`config.mk`:
```
export PLATFORM = sky130hd
export DESIGN_NAME = pmu_user_gate
export DESIGN_NICKNAME = d
export VERILOG_FILES = /design/src/rtl/pmu_gate_pkg.sv /design/src/rtl/pmu_gate_bitsel.sv /design/src/rtl/pmu_gate_mode.sv /design/src/rtl/pmu_gate_oreg.sv /design/src/rtl/pmu_user_gate.sv
export SDC_FILE = /design/constraint.sdc
export NUM_CORES = 1
export LEC_CHECK = 0
export BUFFER_PORTS_ARGS = -buffer_cell sky130_fd_sc_hd__buf_4
export CORE_MARGIN = 1.5
export CORE_UTILIZATION = 50
export CTS_BUF_LIST = sky130_fd_sc_hd__clkbuf_16
export CTS_CLUSTER_SIZE = 25
export DETAILED_ROUTE_END_ITERATION = 6
export GPL_TIMING_DRIVEN = 0
export HOLD_SLACK_MARGIN = 0.15
export PLACE_DENSITY_LB_ADDON = 0.25
export SYNTH_ARGS = -nofsm -noshare
export SYNTH_HDL_FRONTEND = slang
export SYNTH_SLANG_ARGS = --single-unit
export TNS_END_PERCENT = 5
```
`constraint.sdc`:
```
create_clock -name clk_i -period 0.9 [get_ports clk_i]
set_input_delay 0.045 -clock clk_i [delete_from_list [all_inputs] [get_ports clk_i]]
set_output_delay 0.045 -clock clk_i [all_outputs]
set_load 0.01 [all_outputs]
```
`src/rtl/pmu_gate_pkg.sv`:
```
package pmu_gate_pkg;
  typedef enum logic [1:0] {
    RES_LEGACY = 2'b00,
    RES_RAZWI  = 2'b01,
    RES_RO     = 2'b10,
    RES_RW     = 2'b11
  } gate_res_e;

  typedef enum logic [1:0] {
    CLS_EVT = 2'b00,
    CLS_CYC = 2'b01,
    CLS_INS = 2'b10,
    CLS_RSV = 2'b11
  } ctr_cls_e;

  typedef struct packed {
    logic gen_en;
    logic evt_rd;
    logic cyc_rd;
    logic ins_rd;
  } user_ctl_t;
endpackage

```
`src/rtl/pmu_gate_bitsel.sv`:
```
module pmu_gate_bitsel
  import pmu_gate_pkg::*;
#(
  parameter int NUM_EVT = 31,
  localparam int MASK_W = NUM_EVT + 2,
  localparam int IDX_W  = $clog2(NUM_EVT),
  localparam int CNT_W  = $clog2(NUM_EVT + 1),
  localparam int CYC_POS = NUM_EVT,
  localparam int INS_POS = NUM_EVT + 1
) (
  input  logic [MASK_W-1:0] mask_i,
  input  ctr_cls_e          cls_i,
  input  logic [IDX_W-1:0]  idx_i,
  input  logic [CNT_W-1:0]  n_acc_i,
  output logic              bit_o
);
  logic [NUM_EVT-1:0] evt_ok;
  logic               evt_bit;

  // an event bit counts only below the accessible limit
  for (genvar g = 0; g < NUM_EVT; g++) begin : g_evt
    assign evt_ok[g] = mask_i[g] && (CNT_W'(g) < n_acc_i);
  end

  always_comb begin
    evt_bit = 1'b0;
    for (int i = 0; i < NUM_EVT; i++) begin
      if (idx_i == IDX_W'(i)) evt_bit = evt_ok[i];
    end
  end

  always_comb begin
    unique case (cls_i)
      CLS_EVT: bit_o = evt_bit;
      CLS_CYC: bit_o = mask_i[CYC_POS];
      CLS_INS: bit_o = mask_i[INS_POS];
      default: bit_o = 1'b0;
    endcase
  end
endmodule

```
`src/rtl/pmu_gate_mode.sv`:
```
module pmu_gate_mode
  import pmu_gate_pkg::*;
(
  input  logic      usr_en_i,
  input  logic      el1_a32_i,
  input  logic      exc_i,
  input  ctr_cls_e  cls_i,
  input  logic      bit_i,
  input  user_ctl_t ctl_i,
  input  logic      wr_i,
  output gate_res_e res_o
);
  gate_res_e ro_res;

  assign ro_res = wr_i ? RES_RAZWI : RES_RO;

  always_comb begin
    if (el1_a32_i || !usr_en_i || exc_i) begin
      res_o = RES_LEGACY;
    end else if (!bit_i) begin
      res_o = RES_RAZWI;
    end else begin
      unique case (cls_i)
        CLS_EVT: res_o = ctl_i.gen_en ? RES_RW : (ctl_i.evt_rd ? ro_res : RES_RAZWI);
        CLS_CYC: res_o = ctl_i.gen_en ? RES_RW : (ctl_i.cyc_rd ? ro_res : RES_RAZWI);
        CLS_INS: res_o = ctl_i.ins_rd ? ro_res : RES_RW;
        default: res_o = RES_RAZWI;
      endcase
    end
  end
endmodule

```
`src/rtl/pmu_gate_oreg.sv`:
```
module pmu_gate_oreg
  import pmu_gate_pkg::*;
#(
  parameter bit REG_OUT = 1'b1
) (
  input  logic      clk_i,
  input  logic      rst_ni,
  input  gate_res_e d_i,
  output gate_res_e q_o
);
  if (REG_OUT) begin : g_reg
    gate_res_e q;
    always_ff @(posedge clk_i or negedge rst_ni) begin
      if (!rst_ni) q <= RES_LEGACY;
      else         q <= d_i;
    end
    assign q_o = q;
  end else begin : g_comb
    assign q_o = d_i;
  end
endmodule

```
`src/rtl/pmu_user_gate.sv`:
```
module pmu_user_gate
  import pmu_gate_pkg::*;
#(
  parameter int NUM_EVT = 31,
  parameter bit REG_OUT = 1'b1,
  localparam int MASK_W = NUM_EVT + 2,
  localparam int IDX_W  = $clog2(NUM_EVT),
  localparam int CNT_W  = $clog2(NUM_EVT + 1)
) (
  input  logic              clk_i,
  input  logic              rst_ni,
  input  logic [MASK_W-1:0] acr_mask_i,
  input  logic              usr_en_i,
  input  logic              gen_en_i,
  input  logic              evt_rd_i,
  input  logic              cyc_rd_i,
  input  logic              ins_rd_i,
  input  logic              el1_a32_i,
  input  logic              exc_i,
  input  logic [1:0]        cls_i,
  input  logic [IDX_W-1:0]  idx_i,
  input  logic [CNT_W-1:0]  n_acc_i,
  input  logic              wr_i,
  output logic [1:0]        res_o
);
  ctr_cls_e  cls;
  user_ctl_t ctl;
  logic      sel_bit;
  gate_res_e res_d;
  gate_res_e res_q;

  assign cls = ctr_cls_e'(cls_i);
  assign ctl = '{gen_en: gen_en_i, evt_rd: evt_rd_i, cyc_rd: cyc_rd_i, ins_rd: ins_rd_i};

  pmu_gate_bitsel #(.NUM_EVT(NUM_EVT)) u_bitsel (
    .mask_i  (acr_mask_i),
    .cls_i   (cls),
    .idx_i   (idx_i),
    .n_acc_i (n_acc_i),
    .bit_o   (sel_bit)
  );

  pmu_gate_mode u_mode (
    .usr_en_i  (usr_en_i),
    .el1_a32_i (el1_a32_i),
    .exc_i     (exc_i),
    .cls_i     (cls),
    .bit_i     (sel_bit),
    .ctl_i     (ctl),
    .wr_i      (wr_i),
    .res_o     (res_d)
  );

  pmu_gate_oreg #(.REG_OUT(REG_OUT)) u_oreg (
    .clk_i  (clk_i),
    .rst_ni (rst_ni),
    .d_i    (res_d),
    .q_o    (res_q)
  );

  assign res_o = res_q;
endmodule

```
After elaboration in Yosys (flattened, before gate mapping)
Cells that the tools add are included.
{ "totals": {"regBits": 2, "latchBits": 0, "mem_bits_rw": 0, "mem_bits_ro": 0, "in_bits": 55, "wordCells": 141, "n_memories": 0} }
{ "classes": {"addsub": 0, "mul": 0, "div_mod_pow": 0, "order_cmp": 31, "n_eq_ne": 32, "shift": 0, "n_mux": 41, "bitwise": 0, "reduce_logical": 36} }
{ "ops": {"columns": ["operator", "count"], "rows": [
  ["$eq A5 B5 Y1 const B", 15],
  ["$lt A5 B5 Y1 const A", 15],
  ["$eq A5 B4 Y1 const B", 8],
  ["$lt A4 B5 Y1 const A", 8],
  ["$logic_and A1 B1 Y1", 31],
  ["$mux W1", 31],
  ["$eq A5 B3 Y1 const B", 4],
  ["$lt A3 B5 Y1 const A", 4],
  ["$mux W2", 8],
  ["$eq A5 B2 Y1 const B", 2],
  ["$lt A1 B5 Y1 const A", 2],
  ["$lt A2 B5 Y1 const A", 2],
  ["$pmux W2 S3", 1],
  ["$eq A5 B1 Y1 const B", 1],
  ["$logic_not A5 Y1", 1],
  ["$pmux W1 S3", 1],
  ["$eq A2 B1 Y1 const B", 1],
  ["$eq A2 B2 Y1 const B", 1],
  ["$logic_not A2 Y1", 1],
  ["$logic_or A1 B1 Y1", 2],
  ["$logic_not A1 Y1", 1]
]} }

Depth between registers and ports, before layout
{ "logic_depth": {"depth_word": 36, "depth_mapped": 9, "mapped_depth_nobuf": 7} }

Hierarchy
A second synthesis with hierarchy kept.
{ "hier_totals": {"hier_cells": 166, "area_unflattened_um2": 1028.5} }
{ "by_module_without_submodules": {"columns": ["module", "instances", "cells_each", "area_each_um2", "seq_area_each_um2"], "rows": [
  ["pmu_gate_bitsel", 1, 149, 880.8, 0.0],
  ["pmu_gate_mode", 1, 15, 97.6, 0.0],
  ["pmu_gate_oreg", 1, 2, 50.0, 50.0]
]} }

Worst setup path after synthesis
No wires, ideal clock.
{ "synth_path": {"path_kind": "input -> register", "start": "in idx_i[0]", "end": "reg u_oreg.g_reg.q[1] (netlist: u_oreg.q_o[1])", "arrival_time_ns": 1.279, "required_time_ns": 0.768, "slack_ns": -0.510, "cell_stages": 8, "n_path_buf": 1, "cell_sequence": "buf_2 -> nand2b_4 -> nor4_1 -> a41o_1 -> o31a_1 -> nor3_2 -> o2bb2ai_1 -> a211oi_1"} }
{ "synth_via": {"elab_chain_len": 35, "word_cells_on_any_way": 65} }
{ "synth_lines": {"columns": ["item", "line_no", "rtl"], "rows": [
  ["from (decl)", "pmu_user_gate.sv:21", "input logic [IDX_W-1:0] idx_i,"],
  ["$logic_not A5 Y1", "pmu_gate_bitsel.sv:28", "if (idx_i == IDX_W'(i)) evt_bit = evt_ok[i];"],
  ["$mux W1 (30 in a row)", "pmu_gate_bitsel.sv:28", null],
  ["$mux W1 *", "pmu_gate_bitsel.sv:28", null],
  ["$pmux W1 S3 *", "pmu_gate_bitsel.sv:33", "unique case (cls_i)"],
  ["$mux W2 *", "pmu_gate_mode.sv:20", "end else if (!bit_i) begin"],
  ["$mux W2 *", "pmu_gate_mode.sv:18", "if (el1_a32_i || !usr_en_i || exc_i) begin"],
  ["via res_d[1]", "pmu_user_gate.sv:29", "gate_res_e res_d;"],
  ["to (signal assigned)", "pmu_gate_oreg.sv:15", "else q <= d_i;"],
  ["to (decl)", "pmu_gate_oreg.sv:12", "gate_res_e q;"]
]} }
The timed path passes the listed nets; every way through them passes the cells marked *.

Worst setup path after layout
{ "layout_path": {"start": "in n_acc_i[2]", "end": "reg u_oreg.g_reg.q[1] (netlist: u_oreg.q_o[1])"} }
{ "layout_via": {"elab_chain_len": 36, "word_cells_on_any_way": 96} }
{ "layout_lines": {"columns": ["item", "line_no", "rtl"], "rows": [
  ["from (decl)", "pmu_user_gate.sv:22", "input logic [CNT_W-1:0] n_acc_i,"],
  ["$lt A1 B5 Y1", "pmu_gate_bitsel.sv:22", "assign evt_ok[g] = mask_i[g] && (CNT_W'(g) < n_acc_i);"],
  ["$logic_and A1 B1 Y1", "pmu_gate_bitsel.sv:22", null],
  ["$mux W1 (30 in a row)", "pmu_gate_bitsel.sv:28", null],
  ["$mux W1 *", "pmu_gate_bitsel.sv:28", null],
  ["$pmux W1 S3 *", "pmu_gate_bitsel.sv:33", null],
  ["$mux W2 *", "pmu_gate_mode.sv:20", null],
  ["$mux W2 *", "pmu_gate_mode.sv:18", null],
  ["via res_d[1]", "pmu_user_gate.sv:29", null]
]} }
Marked as above.

==> reports/summary.log <==
[floorplanning] number of ports placed on the die boundary 57
[cts] clock-pin slew on the worst setup and hold paths 0.03 ns
[layout] area added between synthesis and finish 61.3%
[floorplanning] Die Width 51.0 um
[layout] final non-filler cell area 1860 um2
[global_route] GR Layer Usage met1 44.3%
[critical_path] element type at the critical path end register
[synth] Synthesized Nets 218
[layout] Largest register FFs 2
[placement] placed cells 243
[drt] number of violations reported at the end of detailed-routing iteration 0 115
[drt] final routed wirelength across all metal layers 4.62 mm
[sta] crit share post-route 158%
[global_route] total congestion overflow after global routing 0
[synth] number of warning messages in the yosys log 0
[critical_path] critical path required time 0.99 ns
[synth] number of synthesized flops with an enable pin 0
[critical_path] highest net fanout along the worst path 10
[synth] primary flip-flop cell chosen by synthesis mapping dfrtp_1
[floorplanning] core region area 2190 um2
[placement] final weighted congestion in routability-driven placement 0.955
[critical_path] kind of start point of the critical path input port
[sta] unrepaired setup endpoints after global routing true
[layout] fraction of layout instances using a drive strength above 1 47.5%
[placement] DPL Wire Length 3.18 mm
[floorplanning] die outline height 51.0 um
[synth] flop and latch count out of synthesis 2
[sta] worst-margin pin slew 0.440 ns
[power] maximum ir drop on the vdd rail 0.916 mV
[run_status] status finished, violations left
[drt] routed len/inst 18.4 um
[sta] total count of hold-check failures in the final report 0
[sta] highest clock frequency the design can meet 704 MHz
[synth] number of distinct library cell variants in the gate-level netlist after synthesis 58
[sta] min cycle time layout 1.42 ns
[global_route] global-route wire length before repair 7.36 mm
[drt] via density per instance 6.80
[placement] number of port buffers 52
[layout] net total in the final layout 280
[cts] CTS tree done
[synth] Seq/Total Area, Yosys 4.35%
[placement] dpl ws -0.813 ns
[synth] mapped cell area 1150 um2
[global_route] antenna violations before repair 0
[global_route] met2 routing resource usage after global routing 61.9%
[drt] ANT nets after route 0
[floorplanning] Total Die Area 2600 um2
[cts] cell at the root of the clock tree clkbuf_16
[layout] fillcell total 131
[cts] number of buffers inserted during clock tree synthesis 3
[global_route] most congested layer reported by global routing met2
[synth] instance count of the mapped netlist 163
[critical_path] Worst Path Arrival 1.51 ns
[sta] number of max-slew violations in the final report 0
[sta] Max-slew headroom 70.5%
[global_route] number of global-route vias before repair 1593
[flow_run] max-cap violations 0
[drt] overall via count from detail_route 1706
[critical_path] Critical path origin n_acc_i[2]
[critical_path] Critical Setup Path Class input port to register
[global_route] largest net degree at the start of global routing 11
[layout] non-filler cells, final 251
[layout] fin util 84.8%
[power] Pleak 0.793 nW
[cts] sink count of the clock tree 2
[power] power density normalized to cell area 842 nW/um2
[placement] area of placed instances 1590 um2
[synth] fraction of registers with async set or reset after synthesis 100%
[synth] mean area per synthesized cell 7.06 um2
[global_route] all-layer global routing usage 36.6%
[cts] Clock Tree Buf Depth 2
[sta] setup violators final 2
[power] Total Power 0.00156 W
[drt] Post-route DRC 0
[floorplanning] Rows 17
[cts] level count of the clock H-tree 1
[layout] count of inserted antenna diode cells 0
[run_status] failing checks negative setup slack
[worst_hold_path] Hold/Removal Path Class input port to async pin
[floorplanning] initial cell density of the core 52.5%
[sta] final setup slack of the worst path -0.519 ns
[drt] Pre-Repair DR Iteration Count 6
[global_route] global routing usage on met3 8.19%
## cells in the final DEF (no fill, tap or decap), drive strengths merged, types with 3 or more instances in the layout
| master | n |
|---|---|
| o311ai | 3 |
| o211ai | 5 |
| nor2b | 5 |
| nand3 | 8 |
| nor2 | 8 |
| inv | 7 |
| buf | 71 |
| nand2 | 11 |
| a211oi | 4 |
| a21oi | 9 |
| a31oi | 6 |
| nor3 | 7 |
| clkbuf | 4 |
| nand4 | 4 |
| o31a | 3 |
| and3 | 4 |
| o21ai | 15 |
| nand2b | 6 |
| a22oi | 3 |
## metal layers
layer  part of all wire [%]  routed length [um]
met1                     39                1800
met2                     47                2170
met3                     12                 540
met4                    2.1                  99
met5                      0                   0
## through the flow
stage	hold WS (ns)	setup TNS [ns]
floorplan	-0.251	-0.939
global placement	-0.173	-1.60
detailed placement	-0.170	-1.59
CTS	0.151	-0.989
global route	0.152	-1.10
finish	0.149	-1.04
## what timing repair did
| action | CTS | global route |
|---|---|---|
| hold endpoints to repair | 2 | 0 |
| setup endpoints to repair | 2 | 2 |
| pin swaps | 14 | 9 |
| gates resized for setup | 16 | 18 |
| hold buffers | 1 | 0 |
| gates cloned | 1 | 0 |
| setup buffers | 3 | 0 |
## cells by family (layout without fill, tap and decap cells)
group	after synthesis	after routing	synth area share (%)
buffers and inverters	24	84	15.3
flip-flops	2	2	4.35
multiplexers	1	1	0.978
AO/OA/AOI/OAI	75	75	49.5
AND/OR/NAND/NOR	61	61	29.9
## cell usage after synthesis (4+ instances only)
| cell | n | area share (%) |
|---|---|---|
| o21ai_0 | 12 | 5.2 |
| nand2_1 | 10 | 3.3 |
| a21oi_1 | 9 | 3.9 |
| nand3_1 | 8 | 3.5 |
| nor2_1 | 8 | 2.6 |
| buf_6 | 7 | 6.8 |
| inv_1 | 7 | 2.3 |
| a31oi_1 | 6 | 3.3 |
| nor3_1 | 6 | 2.6 |
| buf_2 | 5 | 2.2 |
| nand2b_1 | 5 | 2.7 |
| nor2b_1 | 5 | 2.7 |
| o211ai_1 | 5 | 3.3 |
| nand4_1 | 4 | 2.2 |
## critical path, stage by stage
cell and delay [ns]:
buf_4 0.12, buf_6 0.14, buf_8 0.15, o41ai_2 0.19
a21oi_1 0.12, o21ai_1 0.19, o32ai_2 0.11, a22oi_2 0.20
o2bb2ai_2 0.15, a211oi_2 0.09
## layout make-up
class | instances | area [um2] | share of cell area [%]
multi-input combinational | 137 | 1030 | 55.5
inverter | 7 | 26.3 | 1.42
timing repair buffer | 57 | 459 | 24.7
clock buffer | 3 | 75.1 | 4.04
buffer | 17 | 180 | 9.70
tap | 28 | 35.0 | 1.89
sequential | 2 | 50.0 | 2.70
## report_power, final
group	total, W	internal (W)	switching [W]
combinational	0.000800	0.000407	0.000393
sequential	0.0000961	0.0000946	0.00000153
clock	0.000668	0.000565	0.000103
## how the worst max path moves through the flow
stage,end,slack (ns),cells past startpoint
global route,u_oreg.q_o[0],-0.56,9
CTS,u_oreg.q_o[1],-0.50,9
floorplan,u_oreg.q_o[1],-0.47,9
global placement,u_oreg.q_o[1],-0.80,9
finish,u_oreg.q_o[1],-0.52,10
detailed placement,u_oreg.q_o[1],-0.81,9
No activity file was read; power rests on OpenSTA's default activity.
